<file path="config.mk">
export PLATFORM = sky130hd
export DESIGN_NAME = dual_decade_counter
export DESIGN_NICKNAME = d
export VERILOG_FILES = /design/src/rtl/ddc_pkg.sv /design/src/rtl/ddc_fall_detect.sv /design/src/rtl/ddc_reset_sync.sv /design/src/rtl/ddc_counter.sv /design/src/rtl/dual_decade_counter.sv
export SDC_FILE = /design/constraint.sdc
export NUM_CORES = 1
export LEC_CHECK = 0
export ABC_AREA = 1
export BUFFER_PORTS_ARGS = -buffer_cell sky130_fd_sc_hd__buf_2
export CAP_MARGIN = 40
export CELL_PAD_IN_SITES_DETAIL_PLACEMENT = 0
export CELL_PAD_IN_SITES_GLOBAL_PLACEMENT = 1
export CORE_MARGIN = 3
export CORE_UTILIZATION = 43
export CTS_CLUSTER_SIZE = 30
export DETAILED_ROUTE_END_ITERATION = 10
export GPL_TIMING_DRIVEN = 0
export MAX_ROUTING_LAYER = met4
export PLACE_DENSITY = 0.77
export SYNTH_ARGS = -nofsm -noshare
export SYNTH_HDL_FRONTEND = slang
export SYNTH_HIERARCHICAL = 1
export SYNTH_SLANG_ARGS = --single-unit
</file>
<file path="constraint.sdc">
create_clock -name clk -period 0.8 [get_ports clk]
set_input_delay 0.12 -clock clk [delete_from_list [all_inputs] [get_ports clk]]
set_output_delay 0.12 -clock clk [all_outputs]
set_load 0.03 [all_outputs]
</file>
<file path="src/rtl/ddc_pkg.sv">
package ddc_pkg;

  typedef enum logic [1:0] {
    WIRE_SPLIT  = 2'd0,
    WIRE_BCD    = 2'd1,
    WIRE_BIQ    = 2'd2,
    WIRE_SPLIT2 = 2'd3
  } wiring_e;

  localparam int QUIN_W   = 3;
  localparam int QUIN_TOP = 4;

  // Next state of the five-state stage; codes above the top return to zero.
  function automatic logic [QUIN_W-1:0] quin_next(input logic [QUIN_W-1:0] cur);
    if (cur >= QUIN_W'(QUIN_TOP)) return '0;
    return cur + QUIN_W'(1);
  endfunction

endpackage

</file>
<file path="src/rtl/ddc_fall_detect.sv">
module ddc_fall_detect #(
  parameter int STAGES = 2
) (
  input  logic clk,
  input  logic din,
  output logic fall
);
  // STAGES synchronizer flops plus one history flop for edge detection
  logic [STAGES:0] shr;

  always_ff @(posedge clk) begin
    shr <= {shr[STAGES-1:0], din};
  end

  logic synced, history;
  assign synced  = shr[STAGES-1];
  assign history = shr[STAGES];
  assign fall    = history & ~synced;

endmodule

</file>
<file path="src/rtl/ddc_reset_sync.sv">
module ddc_reset_sync #(
  parameter int STAGES = 2
) (
  input  logic clk,
  input  logic clr,
  output logic rst_out
);
  logic [STAGES-1:0] chain;

  always_ff @(posedge clk or posedge clr) begin
    if (clr) chain <= '1;
    else     chain <= {chain[STAGES-2:0], 1'b0};
  end

  assign rst_out = chain[STAGES-1];

endmodule

</file>
<file path="src/rtl/ddc_counter.sv">
module ddc_counter
  import ddc_pkg::*;
#(
  parameter int SYNC_STAGES = 2,
  parameter int RST_STAGES  = 2
) (
  input  logic       clk,
  input  logic       clr,
  input  logic [1:0] wiring,
  input  logic       a_in,
  input  logic       b_in,
  output logic       qa,
  output logic       qb,
  output logic       qc,
  output logic       qd
);
  wiring_e mode;
  assign mode = wiring_e'(wiring);

  // Synchronized clear, async assert / sync release
  logic ctr_rst;
  ddc_reset_sync #(.STAGES(RST_STAGES)) u_rst (
    .clk(clk), .clr(clr), .rst_out(ctr_rst)
  );

  // Falling edges of the pins
  logic pin_fall_a, pin_fall_b;
  ddc_fall_detect #(.STAGES(SYNC_STAGES)) u_edge_a (
    .clk(clk), .din(a_in), .fall(pin_fall_a)
  );
  ddc_fall_detect #(.STAGES(SYNC_STAGES)) u_edge_b (
    .clk(clk), .din(b_in), .fall(pin_fall_b)
  );

  // State
  logic              two_q;
  logic [QUIN_W-1:0] quin_q;
  logic              two_hist, msb_hist;
  logic              armed;

  // Internal cascade edges, one clock after the feeding output falls
  logic two_fall, msb_fall;
  assign two_fall = two_hist & ~two_q;
  assign msb_fall = msb_hist & ~quin_q[QUIN_W-1];

  // Advance events, brought out for the assertions
  logic adv_two, adv_quin;
  assign adv_two  = armed & ((mode == WIRE_BIQ) ? msb_fall : pin_fall_a);
  assign adv_quin = armed & ((mode == WIRE_BCD) ? two_fall : pin_fall_b);

  always_ff @(posedge clk or posedge ctr_rst) begin
    if (ctr_rst) begin
      two_q    <= 1'b0;
      quin_q   <= '0;
      two_hist <= 1'b0;
      msb_hist <= 1'b0;
      armed    <= 1'b0;
    end else begin
      armed    <= 1'b1;
      two_hist <= two_q;
      msb_hist <= quin_q[QUIN_W-1];
      if (adv_two)  two_q  <= ~two_q;
      if (adv_quin) quin_q <= quin_next(quin_q);
    end
  end

  assign qa = two_q;
  assign qb = quin_q[0];
  assign qc = quin_q[1];
  assign qd = quin_q[2];

  // ---------------- assertions ----------------
  assert_two_toggle_R1: assert property (@(posedge clk) disable iff (ctr_rst)
    adv_two |=> (two_q != $past(two_q)));

  assert_two_hold_R1: assert property (@(posedge clk) disable iff (ctr_rst)
    !adv_two |=> $stable(two_q));

  assert_quin_range_R2: assert property (@(posedge clk) disable iff (ctr_rst)
    quin_q <= QUIN_W'(QUIN_TOP));

  assert_quin_wrap_R2: assert property (@(posedge clk) disable iff (ctr_rst)
    (adv_quin && quin_q == QUIN_W'(QUIN_TOP)) |=> (quin_q == '0));

  assert_quin_hold_R2: assert property (@(posedge clk) disable iff (ctr_rst)
    !adv_quin |=> $stable(quin_q));

  assert_clear_zero_R3: assert property (@(posedge clk)
    ctr_rst |=> (two_q == 1'b0 && quin_q == '0));

  assert_release_quiet_R4: assert property (@(posedge clk) disable iff (ctr_rst)
    !armed |=> ($stable(two_q) && $stable(quin_q)));

endmodule

</file>
<file path="src/rtl/dual_decade_counter.sv">
module dual_decade_counter #(
  parameter int NUM_CTR     = 2,
  parameter int SYNC_STAGES = 2,
  parameter int RST_STAGES  = 2
) (
  input  logic                 clk,
  input  logic [NUM_CTR-1:0]   clr_i,
  input  logic [2*NUM_CTR-1:0] wiring_i,
  input  logic [NUM_CTR-1:0]   cnt_a_i,
  input  logic [NUM_CTR-1:0]   cnt_b_i,
  output logic [NUM_CTR-1:0]   qa_o,
  output logic [NUM_CTR-1:0]   qb_o,
  output logic [NUM_CTR-1:0]   qc_o,
  output logic [NUM_CTR-1:0]   qd_o
);
  for (genvar k = 0; k < NUM_CTR; k++) begin : g_ctr
    ddc_counter #(
      .SYNC_STAGES(SYNC_STAGES),
      .RST_STAGES (RST_STAGES)
    ) u_ctr (
      .clk   (clk),
      .clr   (clr_i[k]),
      .wiring(wiring_i[2*k +: 2]),
      .a_in  (cnt_a_i[k]),
      .b_in  (cnt_b_i[k]),
      .qa    (qa_o[k]),
      .qb    (qb_o[k]),
      .qc    (qc_o[k]),
      .qd    (qd_o[k])
    );
  end

endmodule

</file>
# After elaboration in Yosys (flattened, before gate mapping)
# Cells that the tools add are included.
[classes]
magnitude_cmp = 2
n_eq_ne = 4
add_sub_neg = 2
n_mux = 12
bitwise_logic = 20
[ops]
columns = ["operator", "n"]
rows = [
  ["1-bit bitwise AND", 12],
  ["3-bit two-way mux", 4],
  ["1-bit two-way mux", 8],
  ["1-bit NOT", 8],
  ["3-bit by 1-bit adder with 3-bit output, second input constant", 2],
  ["3-bit greater-or-equal comparator, second input constant", 2],
  ["2-bit by 1-bit == test with 1-bit output, second input constant", 2],
  ["2-bit == test, second input constant", 2],
]
[word_totals]
reg_bits = 30
out_inout_bits = 8
in_bits = 11

# Longest topological paths before layout
[logic_depth]
word_depth = 6
mapped_depth = 7
depth_no_buf = 7

# By module
# Netlist, hierarchy kept.
[by_module_without_submodules]
columns = ["mod", "n_inst", "cells_per_inst", "area_each_um2"]
rows = [
  ["ddc_counter", 2, 48, 371.6],
  ["ddc_fall_detect", 4, 5, 70.1],
  ["ddc_reset_sync", 2, 4, 60.1],
]

# Worst setup path after synthesis
# Ideal clock, no wire load.
[synth_timing]
path_type = "register -> register"
startpoint = "register g_ctr[0].u_ctr.quin_q[0]"
endpoint = "register g_ctr[0].u_ctr.quin_q[1]"
required_time_ns = 0.682
t_arrival_ns = 1.115
path_stages_with_launch = 7
setup_time_ns = 0.118
synth_period_minus_slack_ns = 1.233
path_slack_ns = -0.433
path_cell_list = "dfrtp_1 inv_1 ha_1 inv_1 nor2_1 nand4_1 nand2_1"
[synth_between]
elab_chain_len = 4
word_cells_on_any_way = 5
classes_between = "add/sub: 1; order compare: 1; mux: 3"
[synth_rtl]
columns = ["element", "line_no", "text"]
rows = [
  ["start, declared", "ddc_counter.sv:37", "logic [QUIN_W-1:0] quin_q;"],
  ["start signal, assigned", "ddc_counter.sv:63", "if (adv_quin) quin_q <= quin_next(quin_q);"],
  ["3-bit greater-or-equal comparator", "ddc_pkg.sv:15", "if (cur >= QUIN_W'(QUIN_TOP)) return '0;"],
  ["1-bit two-way mux", "ddc_pkg.sv:15", ""],
  ["1-bit two-way mux", "ddc_counter.sv:63", ""],
  ["3-bit two-way mux *", "ddc_pkg.sv:16", "return cur + QUIN_W'(1);"],
]
# Every way passes the cells marked *; elsewhere a longest branch is shown, timed or not. The select of a mux whose other input is x is not followed.
# A chain may end at the register's enable or synchronous reset.

# Final worst setup path
[layout_timing]
startpoint = "register g_ctr[1].u_ctr.quin_q[0]"
endpoint = "register g_ctr[1].u_ctr.quin_q[1]"
[layout_between]
elab_chain_len = 4
word_cells_on_any_way = 5
classes_between = "add/sub: 1; order compare: 1; mux: 3"
[layout_rtl]
columns = ["element", "line_no"]
rows = [
  ["start, declared", "ddc_counter.sv:37"],
  ["start signal, assigned", "ddc_counter.sv:63"],
  ["3-bit greater-or-equal comparator", "ddc_pkg.sv:15"],
  ["1-bit two-way mux", "ddc_pkg.sv:15"],
  ["1-bit two-way mux", "ddc_counter.sv:63"],
  ["3-bit two-way mux *", "ddc_pkg.sv:16"],
]
# Marked as above.

==> reports/metrics.sh <==
OUTCOME='finished, violations left'
VIOLATED_CHECKS='negative setup slack'
PORTBUFFERS=18
STARTING_UTILIZATION_OF_THE_CORE_AREA_PCT=45.7
POST_ROUTE_CELLS_DRIVE_ABOVE_1_SHARE_PCT=44.4
CTS_MADE_BUFFERS=5
FINALSETUPVIOLCOUNT=16
POWER-PER-CELL-AREA_mW_PER_MM2=3130
VIAS=844
POST-PLACE-CELLS=172
SLEW_VIOLATIONS=0
WORST-PATH-MAX-FANOUT=5
YS_SEQ_AREA_SHARE_PCT=60.8
ANTENNA_CELLS_INSERTED=0
WL_MICRONS=1880
TIMING.CRITICAL_PATH.ARRIVAL_NS=1.32
CLOCKBUFFERDEPTH=2
CLOCK_POWER_SHARE_PCT=18.6
LAYOUT.AREA.SEQ_SQ_UM=706
MIN_PERIOD_OVER_PERIOD_PCT=132
HOLD_WS_NS=0.170
SYN_NETS=139
SYNTH-WARNING-COUNT=6
TRITONCTS='built'
WORSTSETUPENDPOINTTYPE='flop'
HOLD_PATH_CLASS='flop to async pin'
SYNTH_TOP_AREA_SHARE_PCT=30.6
GRT_OVERFLOW_TOTAL=0
FIN_CELLS=192
FIRST_GLOBAL_VIAS=809
CTS_SINKS=30
REPORT.FINAL.HOLD_VIOL_COUNT=0
SYNTH.FF_LATCH_COUNT=30
FINALCRITICALPERIOD_NS=1.06
DIE_Y_MICRONS=57.6
VDD_DROP_MAX_mV=2.62
CORE_SQ_MM=0.00250
DETAIL_ROUTE.WL_PER_CELL_MICRONS=9.77
WORST_CLOCK_SKEW_NS=0.00726
POWER_SWITCHING_SHARE_PCT=35.9
WORST_SETUP_HOLD_PATH_CLK_SLEW_NS=0.09
CTS_HTREE_LEVELS=2
SWITCHINGPOWER_mW=1.75
DRT_FIRST_PASS_ITERS=4
SETUP_SLACK_NS=-0.257
AREA_USED_BY_MULTI_INPUT_COMBINATIONAL_LOGIC_SQ_UM=398
SYNTH_ENABLE_FLOP_CELLS=0
ROWS=18
INSERTION_DELAY_NS=0.33
SYNTH_COMMON_CELLS='sky130_fd_sc_hd__inv_1, sky130_fd_sc_hd__nand2_1, sky130_fd_sc_hd__dfrtp_1'
TIMING_WORST_SETUP_PATH_TYPE='flop to flop'
CTS-ROOT-BUF='sky130_fd_sc_hd__clkbuf_4'
INTERNAL-POWER_mW=3.12
STATIC-LEAKAGE-POWER_nW=0.797
YOSYSTOPAREACELL='sky130_fd_sc_hd__dfrtp_1'
DP.FINAL_HPWL_MICRONS=1310
PROPORTION_OF_POWER_DRAWN_BY_FLIP_FLOPS_AND_LATCHES_PCT=43.3
NNETSFINAL=176
CRIT_PATH_START_KIND='flop'
MAX_CAP_VIOL_COUNT=0
FMAX_MHz=946
POWER.COMBINATIONAL.FRACTION_PCT=38.1
DRT_ITER0_MARKERS=20
SYNTHDISTINCTLIBCELLS=13
GRT_PASS1_WL_MICRONS=3340
GRT_START_MAX_NET_PINS=10
GPL.FINAL_WEIGHTED_CONGESTION=0.827
NUMBER_OF_FILLER_CELLS_PLACED_IN_THE_LAYOUT=224
IOS=19
PWR_TOTAL_mW=4.87
TOP_AREA_CELLS_IN_THE_SYNTHESIZED_NETLIST='sky130_fd_sc_hd__dfrtp_1, sky130_fd_sc_hd__dfxtp_1, sky130_fd_sc_hd__dfstp_2, sky130_fd_sc_hd__inv_1, sky130_fd_sc_hd__nand2_1'
GLOBALROUTETOTALUTIL_PCT=14.4
SYN2LAYOUT_AREA_GROWTH_PCT=36.3
FLOORPLAN.DIE_AREA_SQ_MM=0.00331
POSTSYNTHCELLCOUNT=124
REQUIRED_NS=1.06
VIAS_PER_CELL=4.40
YOSYS_MOST_USED_DFF='sky130_fd_sc_hd__dfrtp_1'
SYNTH_AREA_SQ_MM=0.00114
CHIPWIDTH_MICRONS=57.6
ANT_NETS=0
SYNTH.AVG_CELL_AREA_SQ_UM=9.22
GRT_ANTENNA_BEFORE_REPAIR=0
GRT_SETUP_UNREPAIRED='yes'
POSTSYNTH.ASYNCRESETSHARE_PCT=60.0
DRC=0
==> critical path, stage by stage (launching register included) <==
cell	delay [ns]
sky130_fd_sc_hd__dfrtp_2	0.42
sky130_fd_sc_hd__inv_2	0.06
sky130_fd_sc_hd__ha_4	0.26
sky130_fd_sc_hd__inv_2	0.02
sky130_fd_sc_hd__nor2_1	0.07
sky130_fd_sc_hd__nand4_1	0.08
sky130_fd_sc_hd__nand2_1	0.07
==> timing repair <==
item                                    in CTS  in global routing
endpoints found under the hold margin        8                  0
setup buffers                                6                  0
hold buffers                                 6                  0
pin swaps                                    2                  3
endpoints found under the setup margin      16                 16
cloned                                       0                  0
gates resized for setup                     27                  5
==> layout make-up <==
class | instances | area share [%]
clock inverters | 1 | 0.321
well taps | 30 | 2.41
clock buffers | 7 | 3.53
repair buffers | 30 | 16.2
flip-flops and latches | 30 | 45.3
inverters | 28 | 6.74
multi-input cells | 66 | 25.5
==> placed cells by master, fill, tap and decap left out, types with 2 or more instances in the layout <==
cell type,count
sky130_fd_sc_hd__buf_2,10
sky130_fd_sc_hd__buf_4,4
sky130_fd_sc_hd__buf_6,10
sky130_fd_sc_hd__clkbuf_4,5
sky130_fd_sc_hd__conb_1,4
sky130_fd_sc_hd__dfrtp_1,6
sky130_fd_sc_hd__dfrtp_2,8
sky130_fd_sc_hd__dfstp_2,4
sky130_fd_sc_hd__dfxtp_1,12
sky130_fd_sc_hd__dlygate4sd3_1,6
sky130_fd_sc_hd__ha_4,2
sky130_fd_sc_hd__inv_1,18
sky130_fd_sc_hd__inv_2,10
sky130_fd_sc_hd__nand2_1,24
sky130_fd_sc_hd__nand2_2,6
sky130_fd_sc_hd__nand2_4,2
sky130_fd_sc_hd__nand3_1,2
sky130_fd_sc_hd__nand4_1,8
sky130_fd_sc_hd__nor2_1,8
sky130_fd_sc_hd__nor2_2,6
==> layer usage <==
| layer | up-vias | share of wire, % | global-route usage [%] |
|---|---|---|---|
| met1 | 382 | 43 | 15.0 |
| met3 | 8 | 6.7 | 7.47 |
| li1 | 436 | - | - |
| met2 | 18 | 47 | 21.9 |
| met5 | - | 0 | - |
| met4 | 0 | 2.8 | 7.95 |
==> kinds of logic (layout without fill, tap and decap cells) <==
family        count (synthesis)  in the layout  synth area share [%]
buf+inv                      28             66                  9.19
fa+ha+maj                     4              4                  4.38
flops                        30             30                  60.8
other cells                   4              4                  1.31
simple gates                 58             58                  24.3
==> registers in the layout, summed over array words and instances (netlist names) <==
signal / count
g_ctr.u_ctr/two_hist: 2
g_ctr.u_ctr/qa: 2
g_ctr.u_ctr/u_rst/chain: 4
g_ctr.u_ctr/u_edge_b/shr: 6
g_ctr.u_ctr/msb_hist: 2
g_ctr.u_ctr/quin_q: 6
g_ctr.u_ctr/u_edge_a/shr: 6
g_ctr.u_ctr/armed: 2
==> per-stage QoR <==
stage                     worst slack [ns]  cell area (sq um)  utilization (%)  setup TNS (ns)
after global routing                -0.312               1560             62.4           -4.21
final                               -0.257               1560             62.4           -3.21
after global placement              -0.212               1280             51.3           -1.14
after CTS                           -0.270               1540             61.5           -3.51
after floorplan                     -0.277               1150                -           -1.57
after detailed placement            -0.231               1280             51.3           -1.27
==> path summary, 6_finish.rpt <==
| check | start | to | slack, ns | cells past startpoint |
|---|---|---|---|---|
| hold reg to reg | g_ctr[0].u_ctr/u_rst/chain[1] | g_ctr[0].u_ctr/armed | 0.17 | 1 |
| max in group asynchronous | g_ctr[1].u_ctr/u_rst/chain[1] | g_ctr[1].u_ctr/quin_q[2] | 0.39 | 1 |
| hold / removal | g_ctr[0].u_ctr/u_rst/chain[1] | g_ctr[0].u_ctr/armed | 0.17 | 1 |
| setup reg to reg | g_ctr[1].u_ctr/quin_q[0] | g_ctr[1].u_ctr/quin_q[1] | -0.26 | 6 |
| setup / recovery | g_ctr[1].u_ctr/quin_q[0] | g_ctr[1].u_ctr/quin_q[1] | -0.26 | 6 |
| min in group clk | wiring_i[0] | g_ctr[0].u_ctr/qa | 0.17 | 5 |
==> power by group through the flow <==
stage / Clock, mW / Sequential [mW] / Combinational (mW)
floorplan: 0 / 2.45 / 0.531
global placement: 0 / 2.13 / 1.16
detailed placement: 0 / 2.15 / 1.19
CTS: 0.963 / 2.11 / 1.82
global route: 1.05 / 2.16 / 2.04
finish: 0.907 / 2.11 / 1.86
(Power assumes the default switching activity.)
